$ cat config.mk
export PLATFORM = sky130hd
export DESIGN_NAME = pci_mst_watchdog
export DESIGN_NICKNAME = d
export VERILOG_FILES = /design/src/rtl/pci_wdt_pkg.sv /design/src/rtl/pci_wdt_cfg_reg.sv /design/src/rtl/pci_wdt_counter.sv /design/src/rtl/pci_wdt_event.sv /design/src/rtl/pci_mst_watchdog.sv
export SDC_FILE = /design/constraint.sdc
export NUM_CORES = 1
export LEC_CHECK = 0
export ABC_CLOCK_PERIOD_IN_PS = 4900
export BUFFER_PORTS_ARGS = -buffer_cell sky130_fd_sc_hd__buf_2
export CORE_UTILIZATION = 58
export CTS_BUF_LIST = sky130_fd_sc_hd__clkbuf_4
export DETAILED_ROUTE_END_ITERATION = 16
export GPL_TIMING_DRIVEN = 0
export PLACE_DENSITY = 0.95
export SKIP_LAST_GASP = 1
export SLEW_MARGIN = 40
export SYNTH_ARGS = -nofsm -noshare
export SYNTH_HDL_FRONTEND = slang
export SYNTH_SLANG_ARGS = --single-unit
$ cat constraint.sdc
create_clock -name clk_i -period 4.9 [get_ports clk_i]
set_clock_uncertainty 0.15 [all_clocks]
set_input_delay 0.49 -clock clk_i [delete_from_list [all_inputs] [get_ports clk_i]]
set_output_delay 0.49 -clock clk_i [all_outputs]
set_load 0.005 [all_outputs]
$ cat src/rtl/pci_wdt_pkg.sv
package pci_wdt_pkg;
  parameter int unsigned WDT_REG_W = 8;
  parameter int unsigned WDT_NIB_W = 4;
  parameter int unsigned WDT_CNT_W = 8;
endpackage

$ cat src/rtl/pci_wdt_cfg_reg.sv
module pci_wdt_cfg_reg #(
  parameter int unsigned REG_W = pci_wdt_pkg::WDT_REG_W,
  parameter int unsigned NIB_W = pci_wdt_pkg::WDT_NIB_W
) (
  input  logic             clk_i,
  input  logic             rst_ni,
  input  logic             we_i,
  input  logic [REG_W-1:0] wdata_i,
  output logic [REG_W-1:0] rdata_o,
  output logic [NIB_W-1:0] nib_o
);
  logic [REG_W-1:0] reg_q;

  always_ff @(posedge clk_i or negedge rst_ni) begin
    if (!rst_ni)   reg_q <= '0;
    else if (we_i) reg_q <= wdata_i;
  end

  assign rdata_o = reg_q;
  assign nib_o   = reg_q[NIB_W-1:0];

  p_cfg_load_r2: assert property (@(posedge clk_i) disable iff (!rst_ni)
    we_i |=> rdata_o == $past(wdata_i));
endmodule

$ cat src/rtl/pci_wdt_counter.sv
module pci_wdt_counter #(
  parameter int unsigned NIB_W = pci_wdt_pkg::WDT_NIB_W,
  parameter int unsigned CNT_W = pci_wdt_pkg::WDT_CNT_W
) (
  input  logic             clk_i,
  input  logic             rst_ni,
  input  logic [NIB_W-1:0] nib_i,
  input  logic             mst_active_i,
  input  logic             xfer_i,
  output logic             expire_o
);
  localparam int unsigned LOW_W = CNT_W - NIB_W;

  logic [CNT_W-1:0] limit;
  logic [CNT_W-1:0] cnt_q;
  logic [CNT_W:0]   cnt_inc;
  logic             done_q;
  logic             en;
  logic             waiting;

  // nibble lands in the top bits, low bits fixed at zero
  generate
    if (LOW_W > 0) begin : g_scaled
      assign limit = {nib_i, {LOW_W{1'b0}}};
    end else begin : g_direct
      assign limit = nib_i[CNT_W-1:0];
    end
  endgenerate

  assign en       = |nib_i;
  assign cnt_inc  = {1'b0, cnt_q} + 1'b1;
  assign waiting  = mst_active_i && !done_q && en && !xfer_i;
  assign expire_o = waiting && (cnt_inc >= {1'b0, limit});

  always_ff @(posedge clk_i or negedge rst_ni) begin
    if (!rst_ni) begin
      cnt_q  <= '0;
      done_q <= 1'b0;
    end else if (!mst_active_i) begin
      cnt_q  <= '0;
      done_q <= 1'b0;
    end else if (done_q) begin
      cnt_q  <= '0;
    end else if (!en || xfer_i) begin
      cnt_q  <= '0;
    end else if (expire_o) begin
      cnt_q  <= '0;
      done_q <= 1'b1;
    end else begin
      cnt_q  <= cnt_inc[CNT_W-1:0];
    end
  end

  p_xfer_restart_r5: assert property (@(posedge clk_i) disable iff (!rst_ni)
    (mst_active_i && xfer_i) |=> cnt_q == '0);
  p_idle_clear_r8: assert property (@(posedge clk_i) disable iff (!rst_ni)
    !mst_active_i |=> (cnt_q == '0 && !done_q));
  p_quiet_after_expiry_r6: assert property (@(posedge clk_i) disable iff (!rst_ni)
    done_q |-> !expire_o);
endmodule

$ cat src/rtl/pci_wdt_event.sv
module pci_wdt_event (
  input  logic clk_i,
  input  logic rst_ni,
  input  logic expire_i,
  input  logic serr_en_i,
  output logic mabort_o,
  output logic serr_o
);
  always_ff @(posedge clk_i or negedge rst_ni) begin
    if (!rst_ni) begin
      mabort_o <= 1'b0;
      serr_o   <= 1'b0;
    end else begin
      mabort_o <= expire_i;
      serr_o   <= expire_i && serr_en_i;
    end
  end

  p_serr_with_abort_r7: assert property (@(posedge clk_i) disable iff (!rst_ni)
    serr_o |-> mabort_o);
  p_abort_single_r6: assert property (@(posedge clk_i) disable iff (!rst_ni)
    mabort_o |=> !mabort_o);
endmodule

$ cat src/rtl/pci_mst_watchdog.sv
module pci_mst_watchdog
  import pci_wdt_pkg::*;
(
  input  logic                 clk_i,
  input  logic                 rst_ni,
  input  logic                 cfg_we_i,
  input  logic [WDT_REG_W-1:0] cfg_wdata_i,
  output logic [WDT_REG_W-1:0] cfg_rdata_o,
  input  logic                 mst_active_i,
  input  logic                 trdy_ni,
  input  logic                 irdy_ni,
  input  logic                 serr_en_i,
  output logic                 mabort_o,
  output logic                 serr_o
);
  logic [WDT_NIB_W-1:0] nib;
  logic                 xfer;
  logic                 expire;

  assign xfer = !trdy_ni && !irdy_ni;

  pci_wdt_cfg_reg #(.REG_W(WDT_REG_W), .NIB_W(WDT_NIB_W)) u_cfg (
    .clk_i   (clk_i),
    .rst_ni  (rst_ni),
    .we_i    (cfg_we_i),
    .wdata_i (cfg_wdata_i),
    .rdata_o (cfg_rdata_o),
    .nib_o   (nib)
  );

  pci_wdt_counter #(.NIB_W(WDT_NIB_W), .CNT_W(WDT_CNT_W)) u_cnt (
    .clk_i        (clk_i),
    .rst_ni       (rst_ni),
    .nib_i        (nib),
    .mst_active_i (mst_active_i),
    .xfer_i       (xfer),
    .expire_o     (expire)
  );

  pci_wdt_event u_evt (
    .clk_i     (clk_i),
    .rst_ni    (rst_ni),
    .expire_i  (expire),
    .serr_en_i (serr_en_i),
    .mabort_o  (mabort_o),
    .serr_o    (serr_o)
  );

  p_disabled_quiet_r3: assert property (@(posedge clk_i) disable iff (!rst_ni)
    mabort_o |-> ($past(cfg_rdata_o[WDT_NIB_W-1:0]) != '0));
  p_abort_needs_master_r4: assert property (@(posedge clk_i) disable iff (!rst_ni)
    mabort_o |-> $past(mst_active_i));
endmodule

==> flow_metrics.tcl, run 1 <==
set metrics [dict create \
    status "complete, but fails checks" \
    violations "design-rule violations" \
    power_uw 302 \
    vdd_drop_max_uv 241 \
    vias 789 \
    numPlacedInstances 124 \
    grt_first_pass_wirelength_um 3310 \
    totalWireLength_um 2070 \
    cap_violations 0 \
    synth.distinct_cells 32 \
    clk_pin_slew_ns 0.10 \
    diodes 0 \
    die_h_um 43.6 \
    dr.pass1.iters 10 \
    hold_viol 0 \
    first_global_vias 804 \
    pwr-share-clk_pct 27.2 \
    setup_viol 0 \
    reg2reg_slack_ns 2.13 \
    switching_share_pct 25.1 \
    grt_antenna_before_repair 0 \
    slew_viol_final 0 \
    min-delay-path-class "in -> reg" \
    port_buffers 24 \
    pre_cts_ws_ns 2.20 \
    fill_cells 109 \
    drtAntennaViolNets 0 \
    vias_per_cell 6.12 \
    cts.sinks 19 \
    core_area_mm2 0.00156 \
    post-route-drc-count 2 \
    post_cts_buffers 0 \
    p_seq_share_pct 57.5 \
    holdPathStages 2 \
    end_kind "flop" \
    finalSetupTns_ns 0 \
    ys_warn_count 0 \
    cts_buffers 3 \
    p_leak_nw 0.590 \
    synth_top_area_cell "dfrtp_1" \
    comb_power_share_pct 15.3 \
    ys_ff_latch 19 \
    worstRegToRegCells 9 \
    finalCritPeriodShare_pct 56.5 \
    ys_seq_area_share_pct 47.4 \
    rsz0062_at_grt "false" \
    wire_per_inst_um 16.0 \
    timing.final.crit_period_ns 2.77 \
    hold_end "u_cfg.rdata_o[6]" \
    cp.arrival_ns 2.81 \
    cts_resized 0 \
    gp_congestion 0.806 \
    place_area_mm2 0.00114 \
    h-tree-depth 1 \
    synth_area_mm2 0.00100 \
    slew_headroom_pct 63.2 \
    power_density_mw_per_mm2 255 \
    worstSkewPairLatency_ns 0.29 \
    timing.rr.start "u_cnt.cnt_q[0]" \
    worstSetupPathType "reg -> reg" \
    r2r_end "u_cnt.done_q" \
    syn-instance-count 84 \
    initial_core_util_pct 64.3 \
    cp.required_ns 4.94 \
    overflow 0 \
    grt_max_degree 20 \
    worstPathMaxFanout 7 \
    drt_iter0_drc 20 \
    num_rows 14 \
    layout-drive-gt1-share_pct 40.7 \
    grt_usage_pct 23.6 \
    internal_power_uw 226 \
    yosys.area.top_type_share_pct 47.4 \
    cts_root_buf "clkbuf_4" \
    clockBufferDepth 2 \
    hold_start "cfg_wdata_i[6]" \
    max_freq_ghz 0.361 \
    die_w_um 43.6 \
    dieArea_mm2 0.00190 \
    setup_slack_ns 2.13 \
    area_delta_synth_final_pct 18.0 \
    syn_area_per_cell_um2 11.9 \
    critPathLaunch "u_cnt.cnt_q[0]" \
    ys_top_cells_by_area "dfrtp_1 47%, ha_1 7.5%, mux2_2 5.6%" \
    postLayoutCellArea_mm2 0.00118 \
    p_sw_uw 75.8 \
    dp_hpwl_um 1450 \
    critPathLaunchType "flop" \
    instances_no_fill 129 \
    cts_tree "built" \
    final_net_count 135 \
    pin_count 25 \
    syn_nets 105 \
    tightest_slew_ns 0.547 \
]
[timing repair]
item	CTS	global route
hold buffers	1	0
setup endpoints to repair	0	0
hold endpoints to repair	19	0
[stage by stage]
| step | hold slack [ns] | util (%) |
|---|---|---|
| floorplan | 0.0444 | - |
| global placement | 0.285 | 73.3 |
| detailed placement | 0.294 | 73.3 |
| CTS | 0.263 | 75.8 |
| global route | 0.265 | 75.8 |
| finish | 0.272 | 75.8 |
[sequential cells by signal, summed over array words and instances (netlist names)]
register,count
u_cnt.done_q,1
u_evt.serr_o,1
u_cfg.rdata_o,8
u_evt.mabort_o,1
u_cnt.cnt_q,8
[worst max-delay path by stage]
stage / end / slack (ns)
after floorplan: u_cnt.done_q / 2.41
after global placement: u_cnt.done_q / 2.26
after detailed placement: u_cnt.done_q / 2.20
after CTS: u_cnt.cnt_q[7] / 2.15
after global routing: u_cnt.cnt_q[5] / 2.01
final: u_cnt.done_q / 2.13
[cells by family after synthesis]
family          Yosys count  share of synthesized area [%]
fa+ha+maj                 6                           7.49
mux                       5                           5.62
buf+inv                   5                           2.62
simple gates             32                           22.5
flops                    19                           47.4
xor+xnor                  6                           5.24
compound gates           11                           9.11
[final cells by class]
cell class	count	area [um^2]	share of cell area (%)
buffer	2	15.0	1.27
multi-input combinational	60	500	42.3
inverter	3	11.3	0.952
tap	16	20.0	1.69
clock buffer	4	30.0	2.54
timing repair buffer	25	130	11.0
sequential	19	475	40.2
[per-layer routing]
metal  GRT usage, %  up-vias  wire length (um)
li1               -      362                 -
met1           27.7      385               795
met2           43.3       40              1140
met3           2.92        2               125
met4           9.38        0                 6
met5              0        -                 0
[layout by cell type (no fill, tap or decap), types with 2 or more instances in the layout]
master,n
clkbuf_4,4
inv_1,3
nand2_1,6
ha_1,6
xnor2_1,2
nor3_1,3
nor2_1,5
nor3b_2,4
buf_2,24
nand3_1,3
o21ai_0,4
mux2_2,5
xor2_1,4
dfrtp_1,19
[Yosys cell counts]
master     n
a41oi_2    1
or3_2      1
nor4b_4    1
nand4_1    1
xor2_1     4
o31a_2     1
clkbuf_1   1
nor4_1     1
nand3_1    3
dfrtp_1   19
and3_1     1
or3b_1     1
inv_1      3
and4_1     1
nand2b_1   1
ha_1       6
o21bai_1   1
nor3_4     1
xnor2_1    2
mux2_2     5
nor3_1     3
nor2_1     5
buf_6      1
o221a_2    1
o21ai_0    4
nor3b_2    4
nand2_1    6
and2_1     1
o311a_2    1
a21oi_1    1
nand3b_1   1
a21bo_2    1
[power groups by stage]
stage | Sequential (mW) | Clock (mW) | Combinational (mW)
2_1_floorplan | 0.176 | 0 | 0.0246
3_3_place_gp | 0.175 | 0 | 0.0431
3_5_place_dp | 0.176 | 0 | 0.0458
4_1_cts | 0.173 | 0.0840 | 0.0467
5_1_grt | 0.174 | 0.0894 | 0.0511
6_report | 0.174 | 0.0820 | 0.0463
[critical path, cell delays in order, from the launching register on]
cell and delay (ns):
dfrtp_1 0.47, ha_1 0.28, nand3_1 0.19, nor2_1 0.18, xor2_1 0.21, ha_1 0.27
o21ai_0 0.15, a21oi_1 0.09, or3_2 0.45, o221a_2 0.23
Note: power is estimated with default switching activity, not from simulation.
==> run 2, diff against run 1 <==
ABC_AREA = 1   (was default)
ABC_CLOCK_PERIOD_IN_PS = 2500   (was 4900)
CORE_UTILIZATION = 48   (was 58)
PLACE_DENSITY = 0.85   (was 0.95)
clock period = 2.5 ns   (was 4.9 ns; I/O delays follow)
==> flow_metrics.tcl, run 2 <==
set metrics [dict create \
    status "completed" \
    grt_usage_pct 21.5 \
    timing.final.crit_period_ns 2.38 \
    cts_tree "built" \
    grt_antenna_before_repair 0 \
    diodes 0 \
    hold_end "u_cfg.rdata_o[0]" \
    cpMostUsedCell "nor2_1" \
    overflow 0 \
    dr.pass1.iters 4 \
    hold_viol 0 \
    finalCritPeriodShare_pct 95.1 \
    worstPathMaxFanout 3 \
    syn_area_per_cell_um2 9.38 \
    dp_hpwl_um 1400 \
    critPathLaunchType "flop" \
    cp.required_ns 2.60 \
    area_delta_synth_final_pct 30.3 \
    synth_top_area_cell "dfrtp_1" \
    synth_edf_count 0 \
    async_flop_share_pct 100 \
    synthTopCellsByCount "19 x dfrtp_1, 16 x inv_1, 16 x nand2_1" \
    vdd_drop_max_uv 426 \
    cts_root_buf "clkbuf_4" \
    drtAntennaViolNets 0 \
    holdPathStages 2 \
    path_delay_family "simple AND/OR/NAND/NOR gates" \
    critPathLaunch "u_cnt.cnt_q[1]" \
    setup_viol 0 \
    die_h_um 47.1 \
    slew_headroom_pct 72.7 \
    pin_count 25 \
    worstRegToRegCells 14 \
    final_net_count 163 \
    cts_buffers 3 \
    path_cells "ha_4, nand3_4, nor2_2, xor2_1, inv_1, ha_1, nand2_2, nor2_1, nor2_1, nor2_1, nor2_2, nand2_2, buf_4, nor2_1" \
    max_freq_ghz 0.420 \
    fill_cells 148 \
    hold_start "cfg_wdata_i[0]" \
    core_area_mm2 0.00182 \
    vias 791 \
    num_rows 15 \
    synth_area_um2 976 \
    worstSkewPairLatency_ns 0.31 \
    yosys.area.top_type_share_pct 48.7 \
    clk_pin_slew_ns 0.12 \
    grt_first_pass_wirelength_um 3140 \
    cp.arrival_ns 2.48 \
    r2r_end "u_cnt.cnt_q[2]" \
    slowest_delay_ns 0.44 \
    critPathSlowestCell "dfrtp_2" \
    min-delay-path-class "in -> reg" \
    ys_warn_count 0 \
    p_leak_nw 0.681 \
    slew_viol_final 0 \
    synth_ff_type "dfrtp_1" \
    h-tree-depth 1 \
    path_buf_inv 2 \
    port_buffers 24 \
    vias_per_cell 4.77 \
    tightest_slew_ns 0.406 \
    yosysMostFrequentCell "dfrtp_1" \
    power_density_mw_per_mm2 472 \
    syn_nets 125 \
    ys_seq_area_share_pct 48.7 \
    syn-instance-count 104 \
    cts.sinks 19 \
    totalWireLength_um 2110 \
    timing.rr.start "u_cnt.cnt_q[1]" \
    gp_congestion 0.767 \
    ys_top_cells_by_area "dfrtp_1 49%, ha_1 7.7%, inv_1 6.2%" \
    fin_hold_ws_ns 0.0110 \
    layout_common_cells "25 x buf_2, 16 x inv_1, 16 x dfrtp_1, 14 x nand2_1, 12 x nor2_1" \
    post-route-drc-count 0 \
    first_global_vias 757 \
    ys_ff_latch 19 \
    clockBufferDepth 2 \
    initial_core_util_pct 53.6 \
    place_area_mm2 0.00113 \
    postLayoutCellArea_mm2 0.00127 \
    cap_violations 0 \
    dieArea_mm2 0.00222 \
    grt_max_degree 20 \
    layout-drive-gt1-share_pct 43.3 \
    drt_iter0_drc 12 \
    die_w_um 47.1 \
    synth.distinct_cells 21 \
    worstSetupPathType "reg -> reg" \
    end_kind "flop" \
    final_common_cell "buf_2" \
    reg2reg_slack_ns 0.12 \
    wire_per_inst_um 12.7 \
]
==> run 2: logic make-up after synthesis <==
| logic type | Yosys count | synth area share (%) |
|---|---|---|
| DFF | 19 | 48.7 |
| adders and majority gates | 6 | 7.69 |
| xor gates and xnor gates | 4 | 3.59 |
| AOI/OAI and AO/OA | 7 | 4.87 |
| and+or+nand+nor | 44 | 21.9 |
| buffers and inverters | 19 | 7.43 |
| muxes | 5 | 5.77 |
==> run 2: area by class of cell <==
cell class                 instances  area (um^2)  share of cell area, %
timing repair buffer              33          198                   15.6
buffer                             1         5.00                  0.394
tap                               25         31.3                   2.46
clock inverter                     1         7.51                  0.591
sequential                        19          479                   37.7
clock buffer                       3         22.5                   1.77
inverter                          18         67.6                   5.31
multi-input combinational         66          460                   36.2
==> run 2: worst max-delay path by stage <==
stage                                end  slack [ns]  cells past startpoint
after floorplan             u_cnt.done_q        0.35                     14
after global placement      u_cnt.done_q        0.20                     14
after detailed placement  u_cnt.cnt_q[0]        0.08                     13
after CTS                 u_cnt.cnt_q[0]        0.01                     13
after global routing        u_cnt.done_q       -0.04                     15
final                     u_cnt.cnt_q[2]        0.12                     14
==> run 2: repair_timing <==
| action | in CTS | in global routing |
|---|---|---|
| endpoints found under the hold margin | 22 | 0 |
| hold buffers | 4 | 0 |
| setup endpoints to repair | 0 | 11 |
| buffers inserted | 0 | 5 |
| gates resized for setup | 0 | 11 |
==> run 2: report_power, final <==
part	switching [mW]	internal (mW)	total, mW
Sequential	0.0150	0.325	0.340
Combinational	0.0493	0.0479	0.0972
Clock	0.101	0.0611	0.162
==> run 2: through the flow <==
| stage | util [%] | TNS, ns | worst slack (ns) | total power, mW | cells |
|---|---|---|---|---|---|
| 4_1_cts | 65.8 | 0 | 0.0140 | 0.590 | 161 |
| 2_1_floorplan | - | 0 | 0.354 | 0.383 | 104 |
| 3_3_place_gp | 61.9 | 0 | 0.198 | 0.418 | 153 |
| 5_1_grt | 69.8 | -0.106 | -0.0367 | 0.627 | 166 |
| 3_5_place_dp | 61.9 | 0 | 0.0810 | 0.425 | 153 |
| 6_report | 69.8 | 0 | 0.122 | 0.600 | 166 |
==> run 2: routing by layer <==
layer  global-route usage [%]  up-vias  wire, um
li1                         -      397         -
met1                     21.3      377       838
met2                     40.8       13      1190
met3                     5.77        4        58
met4                     10.3        0        29
met5                        0        -         0
